**src/rtl/irqw_pkg.sv**
```systemverilog
package irqw_pkg;
   localparam int DATA_W     = 32;
   localparam int ENTRY_W    = 64;
   localparam int SEL_W      = 8;
   localparam int ID_W       = 4;
   localparam int ID_LSB     = 24;
   localparam int BIT_REMOTE = 14;
   localparam int BIT_MASK   = 16;

   localparam logic [7:0] OFS_SELECT = 8'h00;
   localparam logic [7:0] OFS_WINDOW = 8'h10;

   localparam logic [SEL_W-1:0] SEL_IDENT   = 8'h00;
   localparam logic [SEL_W-1:0] SEL_VERSION = 8'h01;
   localparam logic [SEL_W-1:0] SEL_ARB     = 8'h02;
   localparam logic [SEL_W-1:0] SEL_TABLE   = 8'h10;

   localparam logic [ENTRY_W-1:0] ENTRY_RST = 64'h1 << BIT_MASK;

   typedef enum logic [2:0] {
      K_NONE,
      K_VERSION,
      K_IDENT,
      K_ARB,
      K_ENTRY
   } win_kind_t;
endpackage

```
**src/rtl/irqw_sel_decode.sv**
```systemverilog
module irqw_sel_decode
   import irqw_pkg::*;
#(
   parameter int PINS  = 24,
   parameter int IDX_W = 5
) (
   input  logic [SEL_W-1:0] sel,
   output win_kind_t        kind,
   output logic [IDX_W-1:0] pin_idx,
   output logic             hi_half,
   output logic             in_range
);
   logic [SEL_W-1:0] off;
   logic [SEL_W-2:0] idx_full;

   always_comb begin
      off      = sel - SEL_TABLE;
      idx_full = off[SEL_W-1:1];
      hi_half  = off[0];
      pin_idx  = idx_full[IDX_W-1:0];
      in_range = (sel >= SEL_TABLE) && (int'(idx_full) < PINS);
      if (sel >= SEL_TABLE)        kind = K_ENTRY;
      else if (sel == SEL_IDENT)   kind = K_IDENT;
      else if (sel == SEL_VERSION) kind = K_VERSION;
      else if (sel == SEL_ARB)     kind = K_ARB;
      else                         kind = K_NONE;
   end
endmodule

```
**src/rtl/irqw_entry.sv**
```systemverilog
module irqw_entry
   import irqw_pkg::*;
(
   input  logic               clk,
   input  logic               rst_n,
   input  logic               wr_lo,
   input  logic               wr_hi,
   input  logic [DATA_W-1:0]  wdata,
   output logic [ENTRY_W-1:0] entry_q,
   output logic               wr_pulse,
   output logic               mask_chg,
   output logic               mask_now
);
   logic [ENTRY_W-1:0] entry_d;
   logic [DATA_W-1:0]  lo_clean;

   always_comb begin
      lo_clean             = wdata;
      lo_clean[BIT_REMOTE] = 1'b0;
      entry_d              = entry_q;
      if (wr_lo) entry_d[DATA_W-1:0]       = lo_clean;
      if (wr_hi) entry_d[ENTRY_W-1:DATA_W] = wdata;
   end

   always_ff @(posedge clk) begin
      if (!rst_n) begin
         entry_q  <= ENTRY_RST;
         wr_pulse <= 1'b0;
         mask_chg <= 1'b0;
      end else begin
         entry_q  <= entry_d;
         wr_pulse <= wr_lo | wr_hi;
         mask_chg <= (wr_lo | wr_hi) && (entry_d[BIT_MASK] != entry_q[BIT_MASK]);
      end
   end

   assign mask_now = entry_q[BIT_MASK];

   AST_REMOTE_CLEARED: assert property (@(posedge clk) disable iff (!rst_n)
      wr_lo |=> !entry_q[BIT_REMOTE]);
   AST_HI_KEEPS_LO: assert property (@(posedge clk) disable iff (!rst_n)
      (wr_hi && !wr_lo) |=> entry_q[DATA_W-1:0] == $past(entry_q[DATA_W-1:0]));
   AST_MASK_FLAG_REAL: assert property (@(posedge clk) disable iff (!rst_n)
      mask_chg |-> entry_q[BIT_MASK] != $past(entry_q[BIT_MASK]));
endmodule

```
**src/rtl/irqw_read_mux.sv**
```systemverilog
module irqw_read_mux
   import irqw_pkg::*;
#(
   parameter int         PINS    = 24,
   parameter int         IDX_W   = 5,
   parameter logic [7:0] VERSION = 8'h11
) (
   input  logic [7:0]          addr_lo,
   input  logic [SEL_W-1:0]    sel,
   input  win_kind_t           kind,
   input  logic [IDX_W-1:0]    pin_idx,
   input  logic                hi_half,
   input  logic                in_range,
   input  logic [ID_W-1:0]     ident,
   input  logic [PINS*ENTRY_W-1:0] table_flat,
   output logic [DATA_W-1:0]   rdata
);
   localparam logic [7:0] MAX_PIN = 8'(PINS - 1);

   logic [DATA_W-1:0]  win;
   logic [ENTRY_W-1:0] ent;

   always_comb begin
      ent = '0;
      if (in_range) ent = table_flat[int'(pin_idx)*ENTRY_W +: ENTRY_W];
      win = '0;
      unique case (kind)
         K_VERSION:     win = {8'h00, MAX_PIN, 8'h00, VERSION};
         K_IDENT, K_ARB: win[ID_LSB +: ID_W] = ident;
         K_ENTRY:       win = hi_half ? ent[ENTRY_W-1:DATA_W] : ent[DATA_W-1:0];
         default:       win = '0;
      endcase
      if (addr_lo == OFS_SELECT)      rdata = {{(DATA_W-SEL_W){1'b0}}, sel};
      else if (addr_lo == OFS_WINDOW) rdata = win;
      else                            rdata = '0;
   end
endmodule

```
**src/rtl/irq_route_window.sv**
```systemverilog
module irq_route_window
   import irqw_pkg::*;
#(
   parameter int         PINS    = 24,
   parameter int         ADDR_W  = 12,
   parameter logic [7:0] VERSION = 8'h11,
   localparam int        IDX_W   = (PINS > 1) ? $clog2(PINS) : 1
) (
   input  logic                     clk,
   input  logic                     rst_n,
   input  logic [ADDR_W-1:0]        bus_addr,
   input  logic                     bus_we,
   input  logic [DATA_W-1:0]        bus_wdata,
   output logic [DATA_W-1:0]        bus_rdata,
   output logic [PINS*ENTRY_W-1:0]  entry_table,
   output logic [PINS-1:0]          entry_wr_pulse,
   output logic                     mask_chg_valid,
   output logic [IDX_W-1:0]         mask_chg_pin,
   output logic                     mask_chg_value
);
   generate
      if (PINS < 1 || PINS > 120) begin : g_bad_pins
         $error("PINS must lie in 1..120 to fit an 8-bit select");
      end
      if (ADDR_W < 8) begin : g_bad_addr
         $error("ADDR_W must be at least 8");
      end
   endgenerate

   logic [7:0]       addr_lo;
   logic             addr_unused;
   logic [SEL_W-1:0] sel_q;
   logic [ID_W-1:0]  id_q;
   win_kind_t        kind;
   logic [IDX_W-1:0] pin_idx;
   logic             hi_half, in_range;
   logic             hit_sel, hit_win, win_wr, ent_wr;
   logic [PINS-1:0]  chg_vec, mask_vec;

   assign addr_lo     = bus_addr[7:0];
   assign addr_unused = ^bus_addr;
   assign hit_sel     = (addr_lo == OFS_SELECT);
   assign hit_win     = (addr_lo == OFS_WINDOW);
   assign win_wr      = bus_we && hit_win;
   assign ent_wr      = win_wr && (kind == K_ENTRY) && in_range;

   irqw_sel_decode #(.PINS(PINS), .IDX_W(IDX_W)) u_dec (
      .sel(sel_q), .kind(kind), .pin_idx(pin_idx),
      .hi_half(hi_half), .in_range(in_range)
   );

   always_ff @(posedge clk) begin
      if (!rst_n) begin
         sel_q <= '0;
         id_q  <= '0;
      end else begin
         if (bus_we && hit_sel) sel_q <= bus_wdata[SEL_W-1:0];
         if (win_wr && kind == K_IDENT) id_q <= bus_wdata[ID_LSB +: ID_W];
      end
   end

   generate
      for (genvar i = 0; i < PINS; i++) begin : g_pin
         logic sel_me;
         assign sel_me = ent_wr && (int'(pin_idx) == i);
         irqw_entry u_ent (
            .clk(clk), .rst_n(rst_n),
            .wr_lo(sel_me && !hi_half), .wr_hi(sel_me && hi_half),
            .wdata(bus_wdata),
            .entry_q(entry_table[i*ENTRY_W +: ENTRY_W]),
            .wr_pulse(entry_wr_pulse[i]),
            .mask_chg(chg_vec[i]), .mask_now(mask_vec[i])
         );
      end
   endgenerate

   always_comb begin
      mask_chg_pin   = '0;
      mask_chg_value = 1'b0;
      for (int i = 0; i < PINS; i++) begin
         if (chg_vec[i]) begin
            mask_chg_pin   = IDX_W'(i);
            mask_chg_value = mask_vec[i];
         end
      end
   end
   assign mask_chg_valid = |chg_vec;

   irqw_read_mux #(.PINS(PINS), .IDX_W(IDX_W), .VERSION(VERSION)) u_rd (
      .addr_lo(addr_lo), .sel(sel_q), .kind(kind), .pin_idx(pin_idx),
      .hi_half(hi_half), .in_range(in_range), .ident(id_q),
      .table_flat(entry_table), .rdata(bus_rdata)
   );

   AST_ONE_STROBE: assert property (@(posedge clk) disable iff (!rst_n)
      $onehot0(entry_wr_pulse));
   AST_OOR_NO_WRITE: assert property (@(posedge clk) disable iff (!rst_n)
      (win_wr && kind == K_ENTRY && !in_range) |=> entry_wr_pulse == '0);
   AST_ID_HOLD: assert property (@(posedge clk) disable iff (!rst_n)
      !(win_wr && kind == K_IDENT) |=> $stable(id_q));
   AST_MASK_NEEDS_WRITE: assert property (@(posedge clk) disable iff (!rst_n)
      mask_chg_valid |-> entry_wr_pulse != '0);
   AST_SEL_HOLD: assert property (@(posedge clk) disable iff (!rst_n)
      !(bus_we && hit_sel) |=> $stable(sel_q));
endmodule

```
**config.mk**
```make
export PLATFORM = sky130hd
export DESIGN_NAME = irq_route_window
export DESIGN_NICKNAME = d
export VERILOG_FILES = /design/src/rtl/irqw_pkg.sv /design/src/rtl/irqw_sel_decode.sv /design/src/rtl/irqw_entry.sv /design/src/rtl/irqw_read_mux.sv /design/src/rtl/irq_route_window.sv
export SDC_FILE = /design/constraint.sdc
export NUM_CORES = 2
export LEC_CHECK = 0
export BUFFER_PORTS_ARGS = -buffer_cell sky130_fd_sc_hd__buf_2
export CAP_MARGIN = 20
export CORE_AREA = 2 2 633 635
export CTS_CLUSTER_DIAMETER = 40
export DETAILED_ROUTE_END_ITERATION = 16
export DIE_AREA = 0 0 635 637
export PLACE_DENSITY = 0.3
export REMOVE_ABC_BUFFERS = 1
export SLEW_MARGIN = 20
export SYNTH_ARGS = -nofsm -noshare
export SYNTH_HDL_FRONTEND = slang
export SYNTH_SLANG_ARGS = --single-unit
export TNS_END_PERCENT = 50
```
**constraint.sdc**
```tcl
create_clock -name clk -period 8.35 [get_ports clk]
set_input_delay 0.835 -clock clk [delete_from_list [all_inputs] [get_ports clk]]
set_output_delay 0.835 -clock clk [all_outputs]
set_load 0.05 [all_outputs]
```
==> impl_results.rst <==
.. list-table::
   :header-rows: 1

   * - Metric
     - Value
   * - Initial standard-cell utilization of the core
     - 18.0%
   * - Remaining number of nets flagged by the antenna check after routing
     - 0
   * - Skew-Pair Late Insertion Delay
     - between 1000 and 1500 ps
   * - Predominant post-synthesis flop cell
     - sky130_fd_sc_hd__dfxtp_1
   * - Total CTS buffers
     - between 400 and 500
   * - Combined area of all synthesized cells
     - around 70,000 µm²
   * - Number of primary I/O pins
     - between 1,500 and 2,000
   * - Maximum Capacitance Violations
     - 0
   * - Cell variety after synth
     - a little over 60
   * - Hold/Removal Path Class
     - input pin to register
   * - Final slew viol count
     - 0
   * - Count of final setup violators
     - 0
   * - Startpoint type of the worst setup path
     - register
   * - Ratio of cells with drive above 1 in the final layout
     - a little under a third
   * - Synthesized flop and latch total
     - between 1,500 and 2,000
   * - Clock Pin Slew Worst Setup and Hold Paths
     - approximately 40 ps
   * - Transition time of the tightest slew-check pin
     - between 1000 and 1500 ps
   * - FF-to-FF path depth
     - 7
   * - Final GP Congestion
     - between 0.8 and 0.9
   * - Synth top area cells
     - sky130_fd_sc_hd__dfxtp_1 (44%), sky130_fd_sc_hd__nand2_1 (15%), sky130_fd_sc_hd__mux4_2 (13%)
   * - Die outline area
     - ~400,000 µm²
   * - Power Total
     - 25.0 mW
   * - Drt total wl
     - between 500 and 600 mm
   * - Pre-CTS worst setup slack
     - 2860 ps
   * - Via count of the first global-routing pass
     - roughly 65,000
   * - Leakage power
     - between 30 and 40 nW
   * - Clock sink count
     - 1,572
   * - Global-route wire length before repair
     - 693 mm
   * - Final hold vios
     - 0
   * - Number of iterations in the first detailed-routing pass
     - 6
   * - Total via count in the routed design
     - between 60,000 and 70,000
   * - Number of hold buffers added after cts
     - 0
   * - Cell type with the highest aggregate area in the netlist
     - sky130_fd_sc_hd__dfxtp_1
   * - Setup TNS Final
     - 0 ps
   * - Hold Path Depth
     - 3
   * - Post-route worst hold slack
     - ~210 ps
   * - Largest net degree at the start of global routing
     - 199
   * - Chip Width
     - about 640 µm
   * - Remaining DRCs
     - 0
   * - Share of async-settable or async-resettable flops after synthesis
     - 0%
   * - IR drop worst, VDD
     - between 0.15 and 0.2 mV
   * - Number of antenna violations at the first check in global routing
     - 57
   * - Required time worst endpoint
     - approximately 7500 ps
   * - Outcome
     - finished clean
   * - Cell area power density
     - 252 nW/µm²
   * - Reg-to-reg critical path startpoint
     - sel_q[4]$_SDFFE_PN0P_
   * - Setup WS post-layout
     - approximately 2200 ps
   * - Count of standard-cell rows
     - 232
   * - Routed wire per std cell
     - ~36 µm
   * - Post-CTS Setup Repair Bufs
     - 0
   * - Total Routing Usage GR
     - 25.5%
   * - Capture instance of the worst register-to-register path
     - g_pin[7].u_ent.entry_q[32]$_SDFFE_PN0P_
   * - Clock tree from TritonCTS
     - built
   * - Area growth, synth to finish
     - 38.5%
   * - Total number of H-tree levels
     - 5
   * - Portion of the post-synthesis area used by sequential elements
     - 43.9%
   * - FMAX
     - about 160 MHz
   * - HPWL after detailed placement
     - about 380 mm
   * - Synthesized area per cell
     - approximately 9 µm²
   * - Number of vias per cell
     - roughly 4.6
   * - Worst hold start
     - bus_wdata[27]
   * - Count of nets after finishing
     - about 9,300
   * - Count of yosys warnings during synthesis
     - 0
   * - Gate count after technology mapping
     - 7,889
   * - PostCTS Resize Cnt
     - 0
   * - Final critical path time including I/O delays and setup
     - roughly 6200 ps
   * - Kind of end point of the critical path
     - output port
   * - Worst reg-to-reg setup slack
     - roughly 3400 ps
   * - CP Max Fanout
     - 34
   * - Setup repair after global routing missed its margin
     - false
   * - Synth top area share
     - approximately 44%
   * - Worst slew margin
     - 5.39%
   * - Total overflow reported by the global router
     - 0
   * - Capture endpoint of the worst hold path
     - g_pin[21].u_ent.entry_q[27]$_SDFFE_PN0P_
   * - Share of the clock period used by the worst path
     - about three quarters
   * - DIE HEIGHT
     - roughly 640 µm
   * - Cell chosen for the clock root
     - sky130_fd_sc_hd__clkbuf_16
   * - Clock Tree Buf Depth
     - 4
   * - Number of enable-type register cells in the synthesized netlist
     - 0
   * - Number of buffers inserted by port buffering
     - 1,617
   * - Category of the most critical setup path
     - register to output port
   * - CP arrival
     - roughly 5300 ps
   * - Number of DRC markers in iteration 0
     - between 5,000 and 6,000
   * - Post-Route Skew
     - about 77 ps
   * - Area inside the core boundary
     - 398,000 µm²
-- sequential cells by signal, indices dropped and copies added, names as in the netlist --
name / flops
g_pin.u_ent.entry_q: 1512
g_pin.u_ent.wr_pulse: 24
id_q: 4
sel_q: 8
g_pin.u_ent.mask_chg: 24
-- report_power, final --
part           leakage (nW)  switching, mW  internal [mW]  total (mW)
combinational          19.7          0.413          0.124       0.537
sequential             12.7       0.000570           7.53        7.53
clock                  7.15           5.37           11.6        16.9
total                  39.5           5.78           19.2        25.0
-- stage by stage --
| step | cells | instance area (µm²) | utilization (%) |
|---|---|---|---|
| 6_report | 14851 | 99300 | 25.0 |
| 5_1_grt | 14833 | 99300 | 24.9 |
| 4_1_cts | 14828 | 99300 | 24.9 |
| 3_5_place_dp | 14086 | 84600 | 21.3 |
| 3_3_place_gp | 14085 | 84600 | 21.3 |
| 2_1_floorplan | 7035 | 67900 | - |
-- cell usage in the layout, fill, tap and decap left out, drive strengths merged, types with 11 or more instances in the layout --
cell type / n
xnor2: 24
diode: 23
mux4: 429
o22ai: 23
nand3: 91
nand2: 2875
dfxtp: 1572
a211oi: 13
conb: 24
nand4: 27
clkinv: 104
o21ai: 26
or3: 19
a21oi: 26
mux2i: 291
nor2b: 26
clkinvlp: 20
nor4: 15
bufinv: 63
and2: 11
buf: 1786
and3: 31
nor2: 71
clkbuf: 547
a22oi: 17
inv: 23
nor3: 73
a21boi: 1256
-- area by class of cell --
cell class / instances / area (µm²)
diodes: 23 / 57.6
clock buffers: 547 / 11500
multi-input cells: 5448 / 36800
clock inverters: 195 / 3110
flip-flops and latches: 1572 / 31500
fillers: 42833 / 299000
repair buffers: 1786 / 9640
well taps: 5265 / 6590
inverters: 15 / 63.8
-- synthesized netlist by cell type (13+ instances only) --
cell type                     n
sky130_fd_sc_hd__nand2_1   2875
sky130_fd_sc_hd__dfxtp_1   1572
sky130_fd_sc_hd__a21boi_0  1126
sky130_fd_sc_hd__clkbuf_1   530
sky130_fd_sc_hd__mux4_2     429
sky130_fd_sc_hd__mux2i_1    290
sky130_fd_sc_hd__buf_2      196
sky130_fd_sc_hd__a21boi_1   130
sky130_fd_sc_hd__buf_4      100
sky130_fd_sc_hd__nand3_1     91
sky130_fd_sc_hd__nor2_1      71
sky130_fd_sc_hd__nor3_1      60
sky130_fd_sc_hd__buf_1       51
sky130_fd_sc_hd__and3_1      31
sky130_fd_sc_hd__nand4_1     27
sky130_fd_sc_hd__a21oi_1     26
sky130_fd_sc_hd__nor2b_1     26
sky130_fd_sc_hd__o21ai_0     25
sky130_fd_sc_hd__xnor2_1     24
sky130_fd_sc_hd__o22ai_1     23
sky130_fd_sc_hd__or3_1       19
sky130_fd_sc_hd__a22oi_1     17
sky130_fd_sc_hd__nor4_1      14
sky130_fd_sc_hd__a211oi_1    13
sky130_fd_sc_hd__nor3_2      13
-- kinds of logic after synthesis --
family | count (synthesis) | share of synthesized area (%)
xor+xnor | 24 | 0.293
fa+ha+maj | 2 | 0.0349
buf+inv | 892 | 5.53
compound gates | 1412 | 14.6
simple gates | 3260 | 18.0
other cells | 1 | 0.00523
flops | 1572 | 43.9
mux | 726 | 17.6
-- worst max-delay path by stage --
stage	startpoint	end	slack (ps)	cells past startpoint
floorplan	sel_q[1]$_SDFFE_PN0P_	bus_rdata[20]	-10770	5
global placement	sel_q[4]$_SDFFE_PN0P_	bus_rdata[18]	2280	10
detailed placement	sel_q[4]$_SDFFE_PN0P_	bus_rdata[22]	2860	11
CTS	sel_q[4]$_SDFFE_PN0P_	bus_rdata[22]	1860	11
global route	sel_q[4]$_SDFFE_PN0P_	bus_rdata[22]	1810	11
finish	sel_q[4]$_SDFFE_PN0P_	bus_rdata[25]	2180	9
-- critical path, stage by stage (launching register included) --
cell and delay, ps:
sky130_fd_sc_hd__dfxtp_4 680, sky130_fd_sc_hd__inv_6 390, sky130_fd_sc_hd__ha_4 470, sky130_fd_sc_hd__buf_4 340
sky130_fd_sc_hd__nor2b_1 210, sky130_fd_sc_hd__nand2_1 380, sky130_fd_sc_hd__o22ai_1 1070, sky130_fd_sc_hd__a211oi_1 80
sky130_fd_sc_hd__o21ai_0 200, sky130_fd_sc_hd__buf_2 460
-- metal layers --
layer	up-vias	part of all wire, %	track usage, %	wire, µm
met5	-	0.0020	0	11
met4	2	5.7	12.3	30800
met3	715	7.3	6.57	39100
met2	2934	46	41.7	249000
met1	34884	41	31.2	219000
li1	29514	-	-	-
Note: power is estimated with default switching activity, not from simulation.
